==> config.mk <==
export PLATFORM = sky130hd
export DESIGN_NAME = wide_insn_decoder
export DESIGN_NICKNAME = d
export VERILOG_FILES = /design/src/rtl/wid_pkg.sv /design/src/rtl/wid_slot_split.sv /design/src/rtl/wid_opc_fields.sv /design/src/rtl/wid_slot_check.sv /design/src/rtl/wid_ctrl_fsm.sv /design/src/rtl/wide_insn_decoder.sv
export SDC_FILE = /design/constraint.sdc
export NUM_CORES = 1
export LEC_CHECK = 0
export BUFFER_PORTS_ARGS = -buffer_cell sky130_fd_sc_hd__buf_2
export CAP_MARGIN = 20
export CORE_UTILIZATION = 45
export DETAILED_ROUTE_END_ITERATION = 10
export PLACE_DENSITY_LB_ADDON = 0.05
export SLEW_MARGIN = 40
export SYNTH_ARGS = -nofsm -noshare
export SYNTH_HDL_FRONTEND = slang
export SYNTH_SLANG_ARGS = --single-unit
==> constraint.sdc <==
create_clock -name clk -period 1.8 [get_ports clk]
set_input_delay 0.09 -clock clk [delete_from_list [all_inputs] [get_ports clk]]
set_output_delay 0.09 -clock clk [all_outputs]
set_load 0.005 [all_outputs]
==> src/rtl/wid_pkg.sv <==
package wid_pkg;
    localparam int WORD_W = 64;
    localparam int XLEN   = 64;
    localparam int IMM_W  = 32;
    localparam int OFF_W  = 16;
    localparam int REG_W  = 4;
    localparam int OPC_W  = 8;
    localparam int ALU_W  = 4;
    localparam int CLS_W  = 3;

    // field order here is the bit order of a slot (MSB first)
    typedef struct packed {
        logic [IMM_W-1:0] imm;
        logic [OFF_W-1:0] off;
        logic [REG_W-1:0] src;
        logic [REG_W-1:0] dst;
        logic [OPC_W-1:0] opc;
    } slot_t;

    typedef struct packed {
        logic [OPC_W-1:0] opc;
        logic [REG_W-1:0] src;
        logic [REG_W-1:0] dst;
        logic [XLEN-1:0]  off;
        logic [XLEN-1:0]  imm;
        logic             wide;
    } rec_t;

    typedef enum logic [1:0] {
        ST_FIRST  = 2'd0,
        ST_SECOND = 2'd1,
        ST_HOLD   = 2'd2
    } dec_state_t;
endpackage

==> src/rtl/wid_slot_split.sv <==
module wid_slot_split
    import wid_pkg::*;
(
    input  logic [WORD_W-1:0] word,
    output slot_t             slot
);
    assign slot = slot_t'(word);
endmodule

==> src/rtl/wid_opc_fields.sv <==
module wid_opc_fields
    import wid_pkg::*;
(
    input  logic [OPC_W-1:0] opc,
    output logic [ALU_W-1:0] alu_op,
    output logic             src_sel,
    output logic [CLS_W-1:0] cls
);
    assign alu_op  = opc[OPC_W-1 -: ALU_W];
    assign src_sel = opc[CLS_W];
    assign cls     = opc[CLS_W-1:0];
endmodule

==> src/rtl/wid_slot_check.sv <==
module wid_slot_check
    import wid_pkg::*;
#(
    parameter int unsigned    REG_MAX  = 10,
    parameter logic [7:0]     WIDE_OPC = 8'h18
) (
    input  slot_t slot,
    output logic  src_ok,
    output logic  dst_ok,
    output logic  wide_start,
    output logic  pseudo_clean
);
    localparam logic [REG_W-1:0] REG_LIM = REG_W'(REG_MAX);

    assign src_ok       = (slot.src <= REG_LIM);
    assign dst_ok       = (slot.dst <= REG_LIM);
    assign wide_start   = (slot.opc == WIDE_OPC);
    assign pseudo_clean = (slot.opc == '0) && (slot.src == '0)
                       && (slot.dst == '0) && (slot.off == '0);
endmodule

==> src/rtl/wid_ctrl_fsm.sv <==
module wid_ctrl_fsm
    import wid_pkg::*;
(
    input  logic clk,
    input  logic rst,
    input  logic in_valid,
    input  logic out_ready,
    input  logic wide_start,
    input  logic src_ok,
    input  logic dst_ok,
    input  logic pseudo_clean,
    output logic in_ready,
    output logic out_valid,
    output logic err,
    output logic take_basic,
    output logic take_low,
    output logic take_merge
);
    dec_state_t state_q, state_d;
    logic       err_set;
    logic       err_q;
    logic       accept;

    assign in_ready  = (state_q != ST_HOLD);
    assign out_valid = (state_q == ST_HOLD);
    assign accept    = in_valid && in_ready;
    assign err       = err_q;

    // state register
    always_ff @(posedge clk) begin
        if (rst) begin
            state_q <= ST_FIRST;
            err_q   <= 1'b0;
        end else begin
            state_q <= state_d;
            err_q   <= err_set;
        end
    end

    // next state and strobes
    always_comb begin
        state_d    = state_q;
        err_set    = 1'b0;
        take_basic = 1'b0;
        take_low   = 1'b0;
        take_merge = 1'b0;
        unique case (state_q)
            ST_FIRST: begin
                if (accept) begin
                    if (wide_start) begin
                        if (dst_ok) begin
                            take_low = 1'b1;
                            state_d  = ST_SECOND;
                        end else begin
                            err_set  = 1'b1;
                        end
                    end else if (src_ok && dst_ok) begin
                        take_basic = 1'b1;
                        state_d    = ST_HOLD;
                    end else begin
                        err_set = 1'b1;
                    end
                end
            end
            ST_SECOND: begin
                if (accept) begin
                    if (pseudo_clean) begin
                        take_merge = 1'b1;
                        state_d    = ST_HOLD;
                    end else begin
                        err_set = 1'b1;
                        state_d = ST_FIRST;
                    end
                end
            end
            ST_HOLD: begin
                if (out_ready) state_d = ST_FIRST;
            end
            default: state_d = ST_FIRST;
        endcase
    end
endmodule

==> src/rtl/wide_insn_decoder.sv <==
module wide_insn_decoder
    import wid_pkg::*;
#(
    parameter int unsigned REG_MAX  = 10,
    parameter logic [7:0]  WIDE_OPC = 8'h18
) (
    input  logic        clk,
    input  logic        rst,
    input  logic        in_valid,
    output logic        in_ready,
    input  logic [63:0] in_word,
    input  logic        out_ready,
    output logic        out_valid,
    output logic [7:0]  out_opcode,
    output logic [2:0]  out_class,
    output logic [3:0]  out_alu_op,
    output logic        out_src_sel,
    output logic [3:0]  out_src,
    output logic [3:0]  out_dst,
    output logic [63:0] out_offset,
    output logic [63:0] out_imm,
    output logic        out_wide,
    output logic        out_err
);
    slot_t slot;
    slot_t lo_q;
    rec_t  rec_q;
    logic  src_ok, dst_ok, wide_start, pseudo_clean;
    logic  take_basic, take_low, take_merge;

    wid_slot_split i_split (
        .word (in_word),
        .slot (slot)
    );

    wid_slot_check #(
        .REG_MAX  (REG_MAX),
        .WIDE_OPC (WIDE_OPC)
    ) i_check (
        .slot         (slot),
        .src_ok       (src_ok),
        .dst_ok       (dst_ok),
        .wide_start   (wide_start),
        .pseudo_clean (pseudo_clean)
    );

    wid_ctrl_fsm i_fsm (
        .clk          (clk),
        .rst          (rst),
        .in_valid     (in_valid),
        .out_ready    (out_ready),
        .wide_start   (wide_start),
        .src_ok       (src_ok),
        .dst_ok       (dst_ok),
        .pseudo_clean (pseudo_clean),
        .in_ready     (in_ready),
        .out_valid    (out_valid),
        .err          (out_err),
        .take_basic   (take_basic),
        .take_low     (take_low),
        .take_merge   (take_merge)
    );

    // first half of a double-slot instruction
    always_ff @(posedge clk) begin
        if (rst) begin
            lo_q <= '0;
        end else if (take_low) begin
            lo_q <= slot;
        end
    end

    // decoded record
    always_ff @(posedge clk) begin
        if (rst) begin
            rec_q <= '0;
        end else if (take_basic) begin
            rec_q.opc  <= slot.opc;
            rec_q.src  <= slot.src;
            rec_q.dst  <= slot.dst;
            rec_q.off  <= {{(XLEN-OFF_W){slot.off[OFF_W-1]}}, slot.off};
            rec_q.imm  <= {{(XLEN-IMM_W){slot.imm[IMM_W-1]}}, slot.imm};
            rec_q.wide <= 1'b0;
        end else if (take_merge) begin
            rec_q.opc  <= lo_q.opc;
            rec_q.src  <= lo_q.src;
            rec_q.dst  <= lo_q.dst;
            rec_q.off  <= {{(XLEN-OFF_W){lo_q.off[OFF_W-1]}}, lo_q.off};
            rec_q.imm  <= {slot.imm, lo_q.imm};
            rec_q.wide <= 1'b1;
        end
    end

    wid_opc_fields i_opc (
        .opc     (rec_q.opc),
        .alu_op  (out_alu_op),
        .src_sel (out_src_sel),
        .cls     (out_class)
    );

    assign out_opcode = rec_q.opc;
    assign out_src    = rec_q.src;
    assign out_dst    = rec_q.dst;
    assign out_offset = rec_q.off;
    assign out_imm    = rec_q.imm;
    assign out_wide   = rec_q.wide;
endmodule

==> results of run 1 <==
cells in the mapped netlist (4+ instances only):
master    number  area, sq um
dfxtp_1      164         3280
nand2_1      116          435
and2_1        70          438
a221o_1       62          621
a21oi_1       59          295
buf_4         56          420
o221a_2       32          360
clkbuf_1      29          109
buf_2         10         50.1
nor2_1         9         33.8
buf_6          7         78.8
nor4_1         5         31.3
nand2b_1       4         25.0
timing repair:
action                                  in CTS  in global routing
hold buffers                                42                  0
endpoints found under the setup margin     153                161
hold endpoints to repair                    93                  0
resized for setup                           38                106
buffers inserted                            17                  8
cloned                                       7                  6
pin swaps                                    6                 63
where the power goes:
group,leakage (nW),internal (mW),switching (mW)
sequential,1.33,3.78,0.0899
combinational,2.76,0.557,0.467
clock,0.251,1.94,1.36
layout make-up:
class / instances / area (sq um) / share of cell area
multi-input cells: 382 / 3000 / 0.314
diodes: 1 / 2.50 / 0.000261
well taps: 180 / 225 / 0.0235
clock inverters: 5 / 55.1 / 0.00575
repair buffers: 346 / 2530 / 0.264
flip-flops and latches: 164 / 3290 / 0.343
inverters: 2 / 7.51 / 0.000784
clock buffers: 23 / 468 / 0.0489
worst min path at each step:
stage / cells past startpoint / from / to
2_1_floorplan: 2 / in_word[10] / lo_q[10]$_SDFFE_PP0P_
3_3_place_gp: 3 / in_word[27] / lo_q[27]$_SDFFE_PP0P_
3_5_place_dp: 3 / in_word[47] / lo_q[47]$_SDFFE_PP0P_
4_1_cts: 3 / in_word[10] / out_dst[2]$_SDFFE_PP0P_
5_1_grt: 4 / in_word[28] / lo_q[28]$_SDFFE_PP0P_
6_report: 3 / in_word[10] / out_dst[2]$_SDFFE_PP0P_
metrics by stage:
| stage | instance area (sq um) | TNS (ns) | cells |
|---|---|---|---|
| after floorplan | 6420 | -5.73 | 652 |
| after global placement | 7630 | -38.83 | 1005 |
| after detailed placement | 7630 | -41.50 | 1005 |
| after CTS | 9130 | -16.66 | 1099 |
| after global routing | 9570 | -21.43 | 1102 |
| final | 9580 | -16.29 | 1103 |
metal layers:
layer / global-route usage / vias to the layer above / wire [microns]
met1: 0.308 / 2875 / 8320
li1: - / 2798 / -
met4: 0.0802 / 0 / 199
met2: 0.442 / 222 / 10100
met5: 0 / - / 0
met3: 0.0846 / 12 / 1360
tightest hold or removal path, delay by kind of cell:
| kind | cells | cell delay, ns |
|---|---|---|
| buf+inv | 1 | 0.12 |
| simple gates | 1 | 0.12 |
| compound gates | 1 | 0.09 |
sequential cells by signal, summed over array words and instances (netlist names):
signal and flops:
out_dst 4, out_offset 16, i_fsm.err 1, out_imm 64
i_fsm.state_q 2, out_opcode 8, lo_q 64, out_src 4
out_wide 1
kinds of logic after synthesis:
kind of cell	count (synthesis)
mux	1
simple gates	218
flops	164
buf+inv	106
compound gates	163
==> qor.csv, run 1 <==
stage,metric,value,unit
run_status,run_status,"finished, violations left",
run_status,violations,negative setup slack,
route,ant_nets,0,
synth,yosysUniqueCellTypes,33,
cells_and_area,final_cell_mix,"223 x buf_2, 162 x dfxtp_1, 88 x nand2_1",
sta,setup_viol,111,
critical_path,start_kind,flip-flop,
cells_and_area,layout-drive-gt1-share,0.471,
placed_design,gp_congestion,0.796,
sta,whs,0.0263,ns
route,dr.pass1.iters,5,
critical_path,r2r_start,i_fsm.state_q[0]$_SDFFE_PP0P_,
global_route,grt_overflow_total,0,
synth,synth_area,0.00640,sq mm
sta,finalCritPeriodShare,1.13,
die,die_w,121,microns
sta,timing.fmax,492,MHz
critical_path,slowest_stage,or4_4,
global_route,grt_max_degree,50,
route,drtIter0Drc,425,
critical_path,cp-startpoint,i_fsm.state_q[0]$_SDFFE_PP0P_,
critical_path,crit_cells,6,
die,die_area,0.0147,sq mm
clock_network,htreeDepth,4,
power_and_ir_drop,peakVddDrop,0.819,mV
critical_path,crit_path_max_fanout,17,
clock_network,root_buffer,clkbuf_16,
route,avgViaCountPerCell,5.36,
cells_and_area,final_common_cell,buf_2,
route,drc,0,
clock_network,cts_sinks,164,
die,io_pins,224,
synth,synth-xor-area-share,0,
synth,synth_simple_gate_area_frac,0.170,
synth,ys_async_sr_fraction,0,
sta,rsz0062_at_grt,yes,
sta,finClkSkew,0.0140,ns
synth,yosysWarnings,0,
cells_and_area,fill_cells,1082,
placed_design,dp_slack,-0.417,ns
critical_path,rr_worst_depth,6,
sta,drv_slew,0,
die,start_util,0.461,
sta,finalCriticalPeriod,2.03,ns
global_route,grt_pass1_vias,5440,
critical_path,worstPathRequired,2.10,ns
synth,ys.flop_type,dfxtp_1,
hold_path,hp-class,in -> reg,
route,post_drt_wl_per_cell,18.1,microns
critical_path,cp.arrival,2.34,ns
synth,synth_top_family_by_area,compound AO/OA/AOI/OAI gates,
sta,setup_slack,-0.231,ns
cells_and_area,finalCoreUtilization,0.690,
sta,slew_headroom,0.677,
placed_design,io_buffers,223,
cells_and_area,syn_to_final_growth,49.6,%
global_route,antenna_found_initial,1,
global_route,grt_usage,0.260,
critical_path,endpoint_kind,flip-flop,
clock_network,cts_tree,yes,
critical_path,worstSetupEndpoint,out_offset[62]$_SDFFE_PP0P_,
route,num_vias,5907,
sta,finalHoldViolCount,0,
global_route,grt_pass1_wl,28.9,mm
clock_network,cts_max_path_buffers,2,
die,die_h,121,microns
synth,synthAdderAreaFrac,0,
critical_path,cp_slowest_stage_delay,0.49,ns
run,maxCapViolCount,0,
synth,yosysSeqAreaShare,0.513,
sta,tightest_slew,0.484,ns
die,rows,43,
critical_path,r2r_end,out_offset[62]$_SDFFE_PP0P_,
critical_path,reg2reg_slack,-0.23,ns
power_and_ir_drop,power_density,855,mW/mm^2
critical_path,cp_num_buf_inv,1,
power_and_ir_drop,p_total,8.18,mW
placed_design,dp_hpwl,11.2,mm
synth,synth_compound_area_frac,0.211,
cells_and_area,final_nets,981,
clock_network,cts_buffers,17,
synth,muxShareOfSynthArea,0.00156,
critical_path,critPathTopFamily,simple AND/OR/NAND/NOR gates,
critical_path,worstPathCellList,nor4b_4 -> nand4_1 -> or4_4 -> and2_4 -> clkbuf_16 -> a221o_1,
synth,synth.avg_cell_area,9.82,sq um
critical_path,path_class,reg -> reg,
clock_network,clk_pin_slew_worst_paths,0.06,ns
route,drt_wl_total,20.0,mm
die,core,0.0139,sq mm
synth,synth_edf_count,0,
synth,syn_nets,720,
clock_network,clock_latency,0.43,ns
power_and_ir_drop,p_leak,4.35,nW
synth,synthCells,652,
synth,ys_ff_latch,164,
Power figures use the tool's default switching activity.
==> run 2, diff against run 1 <==
ABC_AREA = 1   (was default)
==> run 2 against run 1 <==
Net effect:
- the run now ends clean
- non-clock buffer count decreased by 37
- synthesized cell count increased by 83%
- fmax increased by 18%
- total power increased by 5.6%
- sequential power about the same
- routed wire length increased by 11%
- count of clock-buffer cells in the layout decreased by 5
- die area increased by 23%
- cell count increased by 47%
- combinational power increased by 26%
- clock power increased by 6.1%
- setup slack improved by 0.31 ns
- critical endpoint is now out_opcode[7]$_SDFFE_PP0P_
==> qor.csv, run 2 <==
stage,metric,value,unit,change
die,core,0.0172,sq mm,was 0.0139 sq mm
route,drtIter0Drc,483,,was 425
synth,synthTopCellsByCount,"271 x nand2_1, 164 x dfxtp_1, 144 x inv_1",,"was 164 x dfxtp_1, 116 x nand2_1, 70 x and2_1"
placed_design,io_buffers,223,,unchanged
die,die_h,135,microns,was 121 microns
synth,yosysWarnings,0,,unchanged
route,drc,0,,unchanged
route,num_vias,7848,,was 5907
die,io_pins,224,,unchanged
die,rows,48,,was 43
synth,yosysTopAreaCell,dfxtp_1,,unchanged
power_and_ir_drop,power_density,843,mW/mm^2,was 855 mW/mm^2
run_status,run_status,finished clean,,"was finished, violations left"
synth,ys_async_sr_fraction,0,,unchanged
cells_and_area,antenna_cells,0,,was 1
synth,synth_edf_count,0,,unchanged
synth,ys.flop_type,dfxtp_1,,unchanged
route,dr.pass1.iters,7,,was 5
die,die_area,0.0182,sq mm,was 0.0147 sq mm
route,post_drt_wl_per_cell,13.6,microns,was 18.1 microns
placed_design,placed_area,0.00901,sq mm,was 0.00763 sq mm
critical_path,crit_path_max_fanout,11,,was 17
global_route,antenna_found_initial,1,,unchanged
cells_and_area,instances_no_fill,1625,,was 1103
hold_path,hp-class,in -> reg,,unchanged
critical_path,endpoint_kind,flip-flop,,unchanged
cells_and_area,final_common_cell,nand2_1,,was buf_2
global_route,grt_usage,0.228,,was 0.260
placed_design,dpl.cell_count,1538,,was 1005
cells_and_area,syn_to_final_growth,29.3,%,was 49.6%
sta,finClkSkew,0.00950,ns,was 0.0140 ns
cells_and_area,layout-drive-gt1-share,0.234,,was 0.471
power_and_ir_drop,peakVddDrop,0.702,mV,was 0.819 mV
synth,synth_area,0.00793,sq mm,was 0.00640 sq mm
run,maxCapViolCount,0,,unchanged
die,die_w,135,microns,was 121 microns
synth,syn_nets,1262,,was 720
clock_network,cts_max_path_buffers,2,,unchanged
clock_network,cts_buffers,17,,unchanged
sta,drv_slew,0,,unchanged
sta,slew_headroom,0.780,,was 0.677
clock_network,cts_sinks,164,,unchanged
sta,timing.fmax,580,MHz,was 492 MHz
clock_network,htreeDepth,4,,unchanged
synth,yosysUniqueCellTypes,24,,was 33
critical_path,cp.arrival,2.05,ns,was 2.34 ns
clock_network,root_buffer,clkbuf_16,,unchanged
cells_and_area,final_cell_mix,"268 x nand2_1, 221 x buf_2, 162 x dfxtp_1",,"was 223 x buf_2, 162 x dfxtp_1, 88 x nand2_1"
synth,yosysMostFrequentCell,nand2_1,,was dfxtp_1
critical_path,start_kind,primary input,,was flip-flop
sta,tightest_slew,0.329,ns,was 0.484 ns
global_route,grt_overflow_total,0,,unchanged
cells_and_area,finalCoreUtilization,0.595,,was 0.690
global_route,grt_pass1_wl,33.0,mm,was 28.9 mm
clock_network,clk_pin_slew_worst_paths,0.07,ns,was 0.06 ns
clock_network,cts_tree,yes,,unchanged
synth,synthTopCellsByArea,"dfxtp_1 41%, nand2_1 13%, nand3_1 8.4%",,"was dfxtp_1 51%, a221o_1 9.7%, and2_1 6.8%"
synth,yosysSeqAreaShare,0.414,,was 0.513
cells_and_area,stdcell_area,0.0103,sq mm,was 0.00958 sq mm
synth,synthCells,1194,,was 652
power_and_ir_drop,p_total,8.64,mW,was 8.18 mW
sta,whs,0.0150,ns,was 0.0263 ns
cells_and_area,final_nets,1455,,was 981
route,ant_nets,0,,unchanged
synth,ys_ff_latch,164,,unchanged
cells_and_area,fill_cells,1689,,was 1082
critical_path,path_class,in -> reg,,was reg -> reg
global_route,grt_max_degree,52,,was 50
global_route,grt_pass1_vias,6430,,was 5440
critical_path,worstPathRequired,2.13,ns,was 2.10 ns
sta,finalCritPeriodShare,0.958,,was 1.13
die,start_util,0.460,,was 0.461
synth,synth_top_area_share,0.414,,was 0.513
placed_design,gp_congestion,0.769,,was 0.796
route,avgViaCountPerCell,4.83,,was 5.36
sta,setup_viol,0,,was 111
route,drt_wl_total,22.1,mm,was 20.0 mm
placed_design,dp_hpwl,13.5,mm,was 11.2 mm
synth,synth.avg_cell_area,6.64,sq um,was 9.82 sq um
clock_network,clock_latency,0.43,ns,about the same
sta,finalCriticalPeriod,1.72,ns,was 2.03 ns
power_and_ir_drop,p_leak,5.40,nW,was 4.35 nW
sta,finalHoldViolCount,0,,unchanged
-- run 2: power by group --
| part | leakage [nW] | total (mW) | switching (mW) | internal [mW] |
|---|---|---|---|---|
| logic | 3.80 | 1.29 | 0.702 | 0.592 |
| registers | 1.33 | 3.85 | 0.0776 | 3.78 |
| clock network | 0.264 | 3.49 | 1.58 | 1.92 |
-- run 2: critical path, cell delays in order --
cell and delay, ns:
dlygate4sd3_1 0.52, buf_4 0.13, nor2_4 0.04, and2_1 0.16
nand2_2 0.08, nand2_2 0.07, nor2_4 0.21, clkinv_4 0.16
buf_6 0.17, clkbuf_16 0.17, nand3_1 0.08, nand3_1 0.06
nand2_1 0.06, inv_1 0.04
-- run 2: repair_timing --
action | in CTS | in global routing
setup endpoints to repair | 0 | 154
gates resized for setup | 0 | 18
hold buffers | 42 | 0
hold endpoints to repair | 77 | 0
setup buffers | 0 | 8
-- run 2: layout make-up --
| class | instances | area, sq um | share of cell area |
|---|---|---|---|
| Multi-Input combinational cell | 747 | 3330 | 0.325 |
| Timing Repair Buffer | 309 | 2240 | 0.218 |
| Clock inverter | 14 | 128 | 0.0124 |
| Tap cell | 225 | 282 | 0.0275 |
| Clock buffer | 18 | 429 | 0.0419 |
| Inverter | 148 | 563 | 0.0549 |
| Sequential cell | 164 | 3290 | 0.320 |
-- run 2: path summary, 6_finish.rpt --
path / from / endpoint / slack (ns) / depth (start not counted)
worst max-delay path: in_word[0] / out_opcode[7]$_SDFFE_PP0P_ / 0.08 / 14
worst min-delay path: in_word[20] / lo_q[20]$_SDFFE_PP0P_ / 0.02 / 3
worst max register to register: i_fsm.state_q[1]$_SDFFE_PP0P_ / out_opcode[7]$_SDFFE_PP0P_ / 0.10 / 10
worst min register to register: lo_q[7]$_SDFFE_PP0P_ / lo_q[7]$_SDFFE_PP0P_ / 0.45 / 2
-- run 2: kinds of logic (layout without fill, tap and decap cells) --
logic type,count (synthesis),in the layout,synth area share
compound gates,185,185,0.117
buf+inv,283,489,0.173
simple gates,562,562,0.296
flops,164,164,0.414
-- run 2: routing by layer --
layer	part of all wire	routed length, microns	track usage
met1	0.48	10600	0.321
met4	0.010	232	0.0649
met2	0.45	9990	0.349
met3	0.059	1300	0.0488
met5	0.00072	16	0
-- run 2: metrics by stage --
| stage | setup TNS (ns) | setup WS, ns |
|---|---|---|
| floorplan | 0 | 0.253 |
| global placement | 0 | 0.0595 |
| detailed placement | 0 | 0.0426 |
| CTS | 0 | 0.0143 |
| global route | -0.207 | -0.0213 |
| finish | 0 | 0.0757 |
